## config.mk

```make
export PLATFORM = sky130hd
export DESIGN_NAME = busxfer_top
export DESIGN_NICKNAME = d
export VERILOG_FILES = /design/src/rtl/busxfer_pkg.sv /design/src/rtl/busxfer_decode.sv /design/src/rtl/busxfer_regfile.sv /design/src/rtl/busxfer_ctrl.sv /design/src/rtl/busxfer_top.sv
export SDC_FILE = /design/constraint.sdc
export NUM_CORES = 1
export LEC_CHECK = 0
export CELL_PAD_IN_SITES_DETAIL_PLACEMENT = 0
export CELL_PAD_IN_SITES_GLOBAL_PLACEMENT = 2
export CORE_ASPECT_RATIO = 0.9
export CORE_UTILIZATION = 31
export CTS_CLUSTER_DIAMETER = 80
export CTS_CLUSTER_SIZE = 25
export DETAILED_ROUTE_END_ITERATION = 10
export PLACE_DENSITY = 0.75
export SLEW_MARGIN = 25
export SYNTH_ARGS = -nofsm -noshare
export SYNTH_HDL_FRONTEND = slang
export SYNTH_HIERARCHICAL = 1
export SYNTH_SLANG_ARGS = --single-unit
```

## constraint.sdc

```tcl
create_clock -name clk -period 2.1 [get_ports clk]
set_input_delay 0.63 -clock clk [delete_from_list [all_inputs] [get_ports clk]]
set_output_delay 0.63 -clock clk [all_outputs]
set_load 0.005 [all_outputs]
```

## src/rtl/busxfer_pkg.sv

```systemverilog
package busxfer_pkg;
    localparam int NUM_GPR = 4;
    localparam int SEL_W   = 3;
    localparam int NUM_DST = NUM_GPR + 2;
    localparam int IDX_W   = $clog2(NUM_GPR);

    localparam logic [SEL_W-1:0] SEL_AR   = SEL_W'(NUM_GPR);
    localparam logic [SEL_W-1:0] SEL_DR   = SEL_W'(NUM_GPR + 1);
    localparam logic [SEL_W-1:0] SEL_IMM  = SEL_W'(NUM_GPR + 2);
    localparam logic [SEL_W-1:0] SEL_RSVD = SEL_W'(NUM_GPR + 3);
    localparam logic [SEL_W-1:0] DST_RSVD = SEL_W'(NUM_GPR + 2);
    localparam logic [SEL_W-1:0] DST_NONE = SEL_W'(NUM_GPR + 3);

    typedef enum logic [1:0] {
        OP_MOVE   = 2'd0,
        OP_MWRITE = 2'd1,
        OP_MREAD  = 2'd2,
        OP_RSVD   = 2'd3
    } op_e;

    typedef enum logic {
        FSM_IDLE = 1'b0,
        FSM_WAIT = 1'b1
    } fsm_e;
endpackage

```

## src/rtl/busxfer_decode.sv

```systemverilog
module busxfer_decode
    import busxfer_pkg::*;
(
    input  logic               accept,
    input  logic [1:0]         op,
    input  logic [SEL_W-1:0]   src_a,
    input  logic [SEL_W-1:0]   dst_a,
    input  logic               pair,
    input  logic [SEL_W-1:0]   src_b,
    input  logic [SEL_W-1:0]   dst_b,
    output logic               bad,
    output logic               is_move,
    output logic               is_wr,
    output logic               is_rd,
    output logic [NUM_DST-1:0] ld_vec
);
    logic [NUM_DST-1:0] hit_a;
    logic [NUM_DST-1:0] hit_b;
    logic               move_bad;

    // one decoder per slot: each destination code raises one enable
    for (genvar d = 0; d < NUM_DST; d++) begin : g_dst
        assign hit_a[d] = (dst_a == SEL_W'(d));
        assign hit_b[d] = pair && (dst_b == SEL_W'(d));
    end

    always_comb begin
        is_move  = (op == OP_MOVE);
        is_wr    = (op == OP_MWRITE);
        is_rd    = (op == OP_MREAD);
        move_bad = (src_a == SEL_RSVD) || (dst_a == DST_RSVD)
                   || (pair && ((src_b != src_a) || (dst_b == DST_RSVD)));
        bad      = (op == OP_RSVD) || (is_move && move_bad);
        ld_vec   = '0;
        if (accept && is_move && !bad) begin
            ld_vec = hit_a | hit_b;
        end
    end
endmodule

```

## src/rtl/busxfer_regfile.sv

```systemverilog
module busxfer_regfile
    import busxfer_pkg::*;
#(
    parameter int DATA_W = 8
) (
    input  logic               clk,
    input  logic               rst,
    input  logic [SEL_W-1:0]   bus_sel,
    input  logic [DATA_W-1:0]  imm,
    input  logic [NUM_DST-1:0] ld_vec,
    input  logic               ld_dr_mem,
    input  logic [DATA_W-1:0]  mem_rdata,
    output logic [DATA_W-1:0]  bus_val,
    output logic [DATA_W-1:0]  ar_q,
    output logic [DATA_W-1:0]  dr_q
);
    localparam int AR_BIT = NUM_GPR;
    localparam int DR_BIT = NUM_GPR + 1;

    logic [DATA_W-1:0] gpr_q [NUM_GPR];

    for (genvar g = 0; g < NUM_GPR; g++) begin : g_gpr
        always_ff @(posedge clk) begin
            if (rst) begin
                gpr_q[g] <= '0;
            end else if (ld_vec[g]) begin
                gpr_q[g] <= bus_val;
            end
        end
    end

    always_ff @(posedge clk) begin
        if (rst) begin
            ar_q <= '0;
        end else if (ld_vec[AR_BIT]) begin
            ar_q <= bus_val;
        end
    end

    // memory capture and bus load never coincide: loads happen only when idle
    always_ff @(posedge clk) begin
        if (rst) begin
            dr_q <= '0;
        end else if (ld_dr_mem) begin
            dr_q <= mem_rdata;
        end else if (ld_vec[DR_BIT]) begin
            dr_q <= bus_val;
        end
    end

    // single bus source: one multiplexer, no shared drivers
    always_comb begin
        bus_val = '0;
        if (bus_sel < SEL_W'(NUM_GPR)) begin
            bus_val = gpr_q[bus_sel[IDX_W-1:0]];
        end else if (bus_sel == SEL_AR) begin
            bus_val = ar_q;
        end else if (bus_sel == SEL_DR) begin
            bus_val = dr_q;
        end else if (bus_sel == SEL_IMM) begin
            bus_val = imm;
        end
    end
endmodule

```

## src/rtl/busxfer_ctrl.sv

```systemverilog
module busxfer_ctrl
    import busxfer_pkg::*;
#(
    parameter int DATA_W = 8
) (
    input  logic              clk,
    input  logic              rst,
    input  logic              cmd_valid,
    input  logic              is_move,
    input  logic              is_wr,
    input  logic              is_rd,
    input  logic              bad,
    input  logic [DATA_W-1:0] bus_val,
    input  logic [DATA_W-1:0] dr_q,
    input  logic [DATA_W-1:0] mem_rdata,
    input  logic              mem_ready,
    output logic              accept,
    output logic              busy,
    output logic              mem_req,
    output logic              mem_we,
    output logic              ld_dr_mem,
    output logic              done,
    output logic              illegal,
    output logic [DATA_W-1:0] xfer_data
);
    fsm_e state_q, state_d;
    logic we_q;

    always_comb begin
        accept  = cmd_valid && (state_q == FSM_IDLE);
        state_d = state_q;
        unique case (state_q)
            FSM_IDLE: if (accept && !bad && (is_wr || is_rd)) state_d = FSM_WAIT;
            FSM_WAIT: if (mem_ready) state_d = FSM_IDLE;
            default:  state_d = FSM_IDLE;
        endcase
    end

    always_ff @(posedge clk) begin
        if (rst) begin
            state_q <= FSM_IDLE;
            we_q    <= 1'b0;
        end else begin
            state_q <= state_d;
            if (accept) we_q <= is_wr;
        end
    end

    always_ff @(posedge clk) begin
        if (rst) begin
            done      <= 1'b0;
            illegal   <= 1'b0;
            xfer_data <= '0;
        end else begin
            done    <= 1'b0;
            illegal <= 1'b0;
            unique case (state_q)
                FSM_IDLE: begin
                    if (accept && bad) begin
                        done      <= 1'b1;
                        illegal   <= 1'b1;
                        xfer_data <= '0;
                    end else if (accept && is_move) begin
                        done      <= 1'b1;
                        xfer_data <= bus_val;
                    end
                end
                FSM_WAIT: begin
                    if (mem_ready) begin
                        done      <= 1'b1;
                        xfer_data <= we_q ? dr_q : mem_rdata;
                    end
                end
                default: ;
            endcase
        end
    end

    always_comb begin
        busy      = (state_q == FSM_WAIT);
        mem_req   = busy;
        mem_we    = busy && we_q;
        ld_dr_mem = busy && mem_ready && !we_q;
    end
endmodule

```

## src/rtl/busxfer_top.sv

```systemverilog
module busxfer_top
    import busxfer_pkg::*;
#(
    parameter int DATA_W = 8
) (
    input  logic              clk,
    input  logic              rst,
    input  logic              cmd_valid,
    input  logic [1:0]        cmd_op,
    input  logic [2:0]        cmd_src_a,
    input  logic [2:0]        cmd_dst_a,
    input  logic              cmd_pair,
    input  logic [2:0]        cmd_src_b,
    input  logic [2:0]        cmd_dst_b,
    input  logic [DATA_W-1:0] cmd_imm,
    output logic              busy,
    output logic              done,
    output logic              illegal,
    output logic [DATA_W-1:0] xfer_data,
    output logic              mem_req,
    output logic              mem_we,
    output logic [DATA_W-1:0] mem_addr,
    output logic [DATA_W-1:0] mem_wdata,
    input  logic [DATA_W-1:0] mem_rdata,
    input  logic              mem_ready
);
    logic               accept;
    logic               bad;
    logic               is_move;
    logic               is_wr;
    logic               is_rd;
    logic               ld_dr_mem;
    logic [NUM_DST-1:0] ld_vec;
    logic [DATA_W-1:0]  bus_val;
    logic [DATA_W-1:0]  ar_q;
    logic [DATA_W-1:0]  dr_q;

    busxfer_decode u_decode (
        .accept  (accept),
        .op      (cmd_op),
        .src_a   (cmd_src_a),
        .dst_a   (cmd_dst_a),
        .pair    (cmd_pair),
        .src_b   (cmd_src_b),
        .dst_b   (cmd_dst_b),
        .bad     (bad),
        .is_move (is_move),
        .is_wr   (is_wr),
        .is_rd   (is_rd),
        .ld_vec  (ld_vec)
    );

    busxfer_regfile #(.DATA_W(DATA_W)) u_regs (
        .clk       (clk),
        .rst       (rst),
        .bus_sel   (cmd_src_a),
        .imm       (cmd_imm),
        .ld_vec    (ld_vec),
        .ld_dr_mem (ld_dr_mem),
        .mem_rdata (mem_rdata),
        .bus_val   (bus_val),
        .ar_q      (ar_q),
        .dr_q      (dr_q)
    );

    busxfer_ctrl #(.DATA_W(DATA_W)) u_ctrl (
        .clk       (clk),
        .rst       (rst),
        .cmd_valid (cmd_valid),
        .is_move   (is_move),
        .is_wr     (is_wr),
        .is_rd     (is_rd),
        .bad       (bad),
        .bus_val   (bus_val),
        .dr_q      (dr_q),
        .mem_rdata (mem_rdata),
        .mem_ready (mem_ready),
        .accept    (accept),
        .busy      (busy),
        .mem_req   (mem_req),
        .mem_we    (mem_we),
        .ld_dr_mem (ld_dr_mem),
        .done      (done),
        .illegal   (illegal),
        .xfer_data (xfer_data)
    );

    assign mem_addr  = ar_q;
    assign mem_wdata = dr_q;
endmodule

```

==> results of run 1 <==
layout make-up:
cell class                 count  area share (%)
multi-input combinational    215           39.26
clock inverter                 7           1.416
timing repair buffer         135           22.25
sequential                    60           28.76
tap                          133           3.138
clock buffer                   9           4.247
inverter                      12          0.9202
state kept, by name, summed over array words and instances, names as in the netlist:
| signal | count |
|---|---|
| u_ctrl/we_q | 1 |
| u_ctrl/xfer_data | 8 |
| u_regs/dr_q | 8 |
| u_ctrl/done | 1 |
| u_ctrl/illegal | 1 |
| u_regs/ar_q | 8 |
| u_regs/gpr_q | 32 |
| u_ctrl/busy | 1 |
repair_timing:
item,in CTS,in global routing
pin swaps,28,14
gates resized for setup,72,31
setup endpoints to repair,90,61
buffers inserted,1,3
cloned,1,1
layout by cell type, fill, tap and decap left out, types with 3 or more instances in the layout:
master           count
nor3_2               3
dlygate4sd2_1        4
dfxtp_1             27
or2_4                5
edfxtp_1            32
mux2_2               8
a21oi_1              9
buf_6                3
and2_1               3
a211oi_2            14
buf_4               65
a22oi_2              8
nor4_4               3
nand2b_1            15
inv_1                9
nor2_1               9
nor2_2               4
a22o_4               8
o32ai_1             13
o32ai_2              3
nor2b_1              5
clkdlybuf4s15_1      4
nor3b_1              8
o221a_2              8
clkbuf_16            9
buf_2                4
xnor2_4              3
clkbuf_2             3
clkdlybuf4s50_1     48
mux2i_1             25
nor3_1              30
stage by stage:
stage / TNS (ps) / worst slack (ps)
2_1_floorplan: -30.63 / -30.63
3_3_place_gp: -56880 / -756.0
3_5_place_dp: -57900 / -816.0
4_1_cts: 0 / 6.454
5_1_grt: -6.384 / -4.062
6_report: 0 / 58.84
logic make-up (layout without fill, tap and decap cells):
family / count (synthesis) / in the layout
simple gates: 101 / 101
xor+xnor: 3 / 3
flops: 60 / 60
compound gates: 77 / 78
buf+inv: 38 / 163
mux: 33 / 33
critical path: stages:
cell and delay (ps):
clkdlybuf4s15_1 180, nand3b_1 180, nand4_1 150, a221o_1 380, or2_4 280, buf_8 160, a211oi_4 220, a211oi_2 70
where the power goes:
group          switching (mW)  total (mW)  leakage (nW)  internal (mW)
clock network           0.563        1.49         0.150          0.925
registers              0.0265        1.31         0.560           1.28
logic                   0.350       0.729          1.25          0.379
total                   0.940        3.52          1.96           2.59
layer usage:
metal	part of all wire, %	GRT usage [%]	wire length (um)	vias to the layer above
li1	-	-	-	1461
met1	46	25.20	4899	1432
met2	47	31.43	4973	81
met3	4.8	3.677	504	14
met4	1.7	6.377	179	0
met5	0	0	0	-
path summary, 6_finish.rpt:
path	from	depth (start not counted)	slack, ps	to
worst min-delay path	u_regs/ar_q[6]	2	520	u_regs/ar_q[6]
worst min register to register	u_regs/ar_q[6]	2	520	u_regs/ar_q[6]
worst max-delay path	cmd_dst_b[0]	8	60	u_ctrl/xfer_data[7]
worst max register to register	u_ctrl/busy	6	530	u_regs/gpr_q[0][6]
==> results.tsv, run 1 <==
stage	metric	value	unit
synthesis	yosys_warnings	6	
routing	routedWlPerCell	18.49	um
routing	ant_nets	0	
clock_network	cts-buffers-inserted	9	
clock_network	cts_tree	built	
placed_design	gp_congestion	0.8185	
clock_network	clk_pin_slew	60	ps
critical_path	endpoint_kind	register	
min_path	hold_path_class	reg2reg	
run_status	status	completed	
layout	n_fill_cell	1002	
clock_network	cts_hold_buf	0	
critical_path	critPathKind	in2reg	
synthesis	synthSimpleGateAreaFrac	16.64	%
clock_network	root_buffer	clkbuf_16	
sta	fin_crit	2041	ps
layout	post_layout_nonfiller_instances	571	
power	irDropWorstVdd	344.1	uV
routing	drt_iter0_drc	132	
grt	overflow	0	
routing	drc	0	
layout	final_area	5303	sq um
die	dieArea	11540	sq um
synthesis	async_flop_share	0	%
clock_network	clk_path_buf_depth	2	
synthesis	syn_area_per_cell	11.04	sq um
placed_design	dpl.cell_count	549	
layout	diodes	0	
sta	hold_violations	0	
power	p_per_area	664.7	nW/um^2
layout	fin_nets	468	
die	ios	64	
sta	rsz0062_at_grt	true	
grt	antenna_found_initial	0	
routing	vias	2988	
critical_path	cp_max_fo	8	
grt	track_usage	19.04	%
layout	final_util	49.05	%
synthesis	synth_compound_area_share	22.05	%
grt	grt_pass1_wl	16500	um
synthesis	yosys.area.top_type	edfxtp_1	
clock_network	h-tree-depth	3	
placed_design	portBuffers	63	
synthesis	yosysUniqueCellTypes	46	
synthesis	synth-xor-area-share	0.7628	%
routing	finalWirelength	10560	um
placed_design	dp_hpwl	7722	um
synthesis	synth.area.top_cells	edfxtp_1 28%, dfxtp_1 16%, mux2i_1 7.3%, nor3_1 4.8%, a22o_4 4.1%	
layout	drive_gt1_share	41.55	%
sta	finClkSkew	7.995	ps
synthesis	synth.area.mux_share	9.880	%
synthesis	synth_top_family_by_area	compound AO/OA/AOI/OAI gates	
die	die_x	113.1	um
placed_design	placed_area	4644	sq um
layout	synthToLayoutAreaGrowth	53.94	%
synthesis	synth_cells	312	
sta	finalCritPeriodShare	97.20	%
die	start_util	31.86	%
grt	grt_max_degree	21	
synthesis	synth_top_area_share	27.90	%
critical_path	cp-start-kind	input pin	
synthesis	synth_common_cells	33 x nor3_1, 32 x edfxtp_1, 28 x dfxtp_1, 25 x mux2i_1, 16 x o32ai_1	
routing	viasPerCell	5.233	
critical_path	crit_arrival	2250	ps
power	power	3.525	mW
synthesis	syn_nets	347	
sta	tightest_slew	698.9	ps
die	core_area	10810	sq um
synthesis	syn_area	3445	sq um
synthesis	synth_edf_count	32	
layout	multi_input_area	2082	sq um
flow_run	cap_violations	0	
synthesis	ys_ff_latch	60	
critical_path	cp.required	2310	ps
routing	first_pass_iters	4	
clock_network	cts.sinks	60	
sta	maxSlewHeadroom	53.36	%
synthesis	yosysSeqAreaShare	44.17	%
sta	holdWs	516.2	ps
sta	drv_slew	0	
power	p_leak	1.957	nW
synthesis	ys.flop_type	edfxtp_1	
synthesis	post-synth-top-count-cell	nor3_1	
die	rows	36	
clock_network	worstSkewPairLatency	330	ps
synthesis	synth_fa_ha_area_share	0	%
sta	max_freq	489.9	MHz
sta	setup_viol	0	
grt	first_global_vias	3076	
die	die_y	102	um
layout	seq_area	1525	sq um
Note: power is estimated with default switching activity, not from simulation.
==> run 2, diff against run 1 <==
--- a/config.mk
+++ b/config.mk
@@ -12,7 +12,7 @@
 export CTS_CLUSTER_DIAMETER = 80
 export CTS_CLUSTER_SIZE = 25
 export DETAILED_ROUTE_END_ITERATION = 10
-export PLACE_DENSITY = 0.75
+export PLACE_DENSITY = 0.86
 export SLEW_MARGIN = 25
 export SYNTH_ARGS = -nofsm -noshare
 export SYNTH_HDL_FRONTEND = slang
==> run 2 against run 1 <==
Compared with the run above: hold slack better by 3.2 ps; sequential cell count unchanged; routed wire length down 0.85%; power increased by 1.5%; largest cell class unchanged; maximum frequency about the same; clock skew about the same; largest power group unchanged; die area unchanged.
==> results.tsv, run 2 (same netlist as run 1, synthesis figures left out) <==
stage	metric	value	unit	change
layout	largest_register_ffs	32		unchanged
clock_network	clk_path_buf_depth	2		unchanged
routing	routedWlPerCell	18.36	um	was 18.49 um
placed_design	dpl.cell_count	544		was 549
critical_path	r2r_cells	9		was 6
grt	track_usage	18.68	%	was 19.04%
power	power	3.577	mW	was 3.525 mW
sta	maxSlewHeadroom	60.89	%	was 53.36%
placed_design	dp_hpwl	7515	um	was 7722 um
sta	finalCritPeriodShare	97.20	%	about the same
critical_path	r2r-end	u_regs/dr_q[7]		was u_regs/gpr_q[0][6]
min_path	hold_path_depth	2		unchanged
grt	global_route.usage.met1	25.96	%	was 25.20%
clock_network	cts.sinks	60		unchanged
sta	max_freq	489.9	MHz	about the same
die	rows	36		unchanged
die	start_util	31.86	%	unchanged
clock_network	cts-buffers-inserted	9		unchanged
layout	synthToLayoutAreaGrowth	52.56	%	was 53.94%
critical_path	cp-start-kind	input pin		unchanged
layout	diodes	0		unchanged
power	p_per_area	680.7	nW/um^2	was 664.7 nW/um^2
grt	gr-usage-met3	4.389	%	was 3.677%
critical_path	cp_num_buf_inv	2		unchanged
placed_design	portBuffers	63		unchanged
clock_network	cts_tree	built		unchanged
grt	grt_max_degree	26		was 21
routing	finalWirelength	10470	um	was 10560 um
min_path	hold_path_end	u_regs/ar_q[1]		was u_regs/ar_q[6]
placed_design	gp_congestion	0.9192		was 0.8185
sta	hold_violations	0		unchanged
sta	finClkSkew	7.675	ps	was 7.995 ps
clock_network	root_buffer	clkbuf_16		unchanged
sta	tightest_slew	586.0	ps	was 698.9 ps
routing	drc	0		unchanged
flow_run	cap_violations	0		unchanged
sta	drv_slew	0		unchanged
sta	fin_crit	2041	ps	about the same
die	die_y	102	um	unchanged
layout	layout_common_cells	65 x buf_4, 47 x clkdlybuf4s50_1, 32 x edfxtp_1		was 65 x buf_4, 48 x clkdlybuf4s50_1, 32 x edfxtp_1
grt	first_global_vias	3050		was 3076
clock_network	clk_pin_slew	50	ps	was 60 ps
critical_path	critPathKind	in2reg		unchanged
routing	vias	3093		was 2988
grt	grt_busiest_layer	met2		unchanged
grt	antenna_found_initial	0		unchanged
layout	post_layout_nonfiller_instances	570		was 571
sta	setup_viol	0		unchanged
layout	final_area	5255	sq um	was 5303 sq um
layout	fin_nets	467		was 468
grt	grtUsageMet2	29.26	%	was 31.43%
grt	grt_pass1_wl	16480	um	was 16500 um
grt	overflow	0		unchanged
critical_path	worst_path_max_delay_cell	a221o_1		unchanged
critical_path	cp_max_fo	8		unchanged
die	die_x	113.1	um	unchanged
critical_path	crit_arrival	2240	ps	was 2250 ps
placed_design	place_ws	-908.4	ps	was -816.0 ps
layout	regMostFlops	u_regs/gpr_q		unchanged
die	ios	64		unchanged
critical_path	cp.depth	8		unchanged
layout	final_common_cell	buf_4		unchanged
min_path	hold_path_class	reg2reg		unchanged
sta	rsz0062_at_grt	false		was true
placed_design	placed_area	4589	sq um	was 4644 sq um
die	core_area	10810	sq um	unchanged
critical_path	crit_path_max_incr_delay	360	ps	was 380 ps
sta	layout_setup_ws	58.71	ps	was 58.84 ps
critical_path	worstReg2RegStart	u_ctrl/busy		unchanged
routing	first_pass_iters	4		unchanged
sta	holdWs	519.4	ps	was 516.2 ps
sta	finalSetupTns	0	ps	unchanged
clock_network	worstSkewPairLatency	330	ps	about the same
critical_path	cp.required	2300	ps	was 2310 ps
critical_path	crit_family	compound AO/OA/AOI/OAI gates		unchanged
power	p_leak	1.930	nW	was 1.957 nW
routing	ant_nets	0		unchanged
critical_path	critical_path.cell_chain	clkdlybuf4s15_1, nand3b_1, nand4_1, a221o_1, or2_4, buf_8, a211oi_4, a211oi_2		unchanged
critical_path	endpoint_kind	register		unchanged
critical_path	reg2reg_setup_slack	300	ps	was 530 ps
run_status	status	completed		unchanged
die	dieArea	11540	sq um	unchanged
routing	viasPerCell	5.426		was 5.233
clock_network	h-tree-depth	3		unchanged
layout	drive_gt1_share	40.73	%	was 41.55%
min_path	min_from	u_regs/ar_q[1]		was u_regs/ar_q[6]
power	irDropWorstVdd	393.1	uV	was 344.1 uV
layout	final_util	48.61	%	was 49.05%
routing	drt_iter0_drc	241		was 132
==> run 2: power breakdown <==
| part | internal (mW) | switching (mW) |
|---|---|---|
| Combinational | 0.364 | 0.344 |
| Sequential | 1.28 | 0.0305 |
| Clock | 1.04 | 0.520 |
==> run 2: area by class of cell <==
class | count | area, sq um
clock buffers | 10 | 229.0
clock inverters | 6 | 88.84
fillers | 984 | 5555
inverters | 12 | 48.80
multi-input cells | 215 | 2044
flip-flops and latches | 60 | 1523
well taps | 133 | 166.4
repair buffers | 134 | 1155
==> run 2: timing repair <==
action	CTS	global route
cloned	1	0
endpoints found under the setup margin	90	54
hold buffers	0	0
endpoints found under the hold margin	0	0
pin swaps	27	6
resized for setup	84	11
setup buffers	6	3
==> run 2: tightest hold or removal path, cell delays in order, from the launching register on <==
cell	delay, ps
dfxtp_1	320
nand2b_1	70
o32ai_1	70
==> run 2: worst max path at each step <==
stage | end | start
after global placement | u_regs/gpr_q[3][2] | cmd_src_a[0]
after detailed placement | u_regs/gpr_q[3][2] | cmd_src_a[0]
after CTS | u_regs/gpr_q[3][5] | cmd_valid
after global routing | u_ctrl/xfer_data[4] | cmd_dst_b[0]
final | u_ctrl/xfer_data[1] | cmd_dst_b[0]
after floorplan | u_ctrl/xfer_data[3] | cmd_src_a[2]
==> run 2: layer usage <==
layer	up-vias	share of wire [%]	routed length, um
met5	-	0	0
li1	1453	-	-
met4	0	0.95	99
met1	1502	46	4819
met3	12	7.2	753
met2	126	46	4793
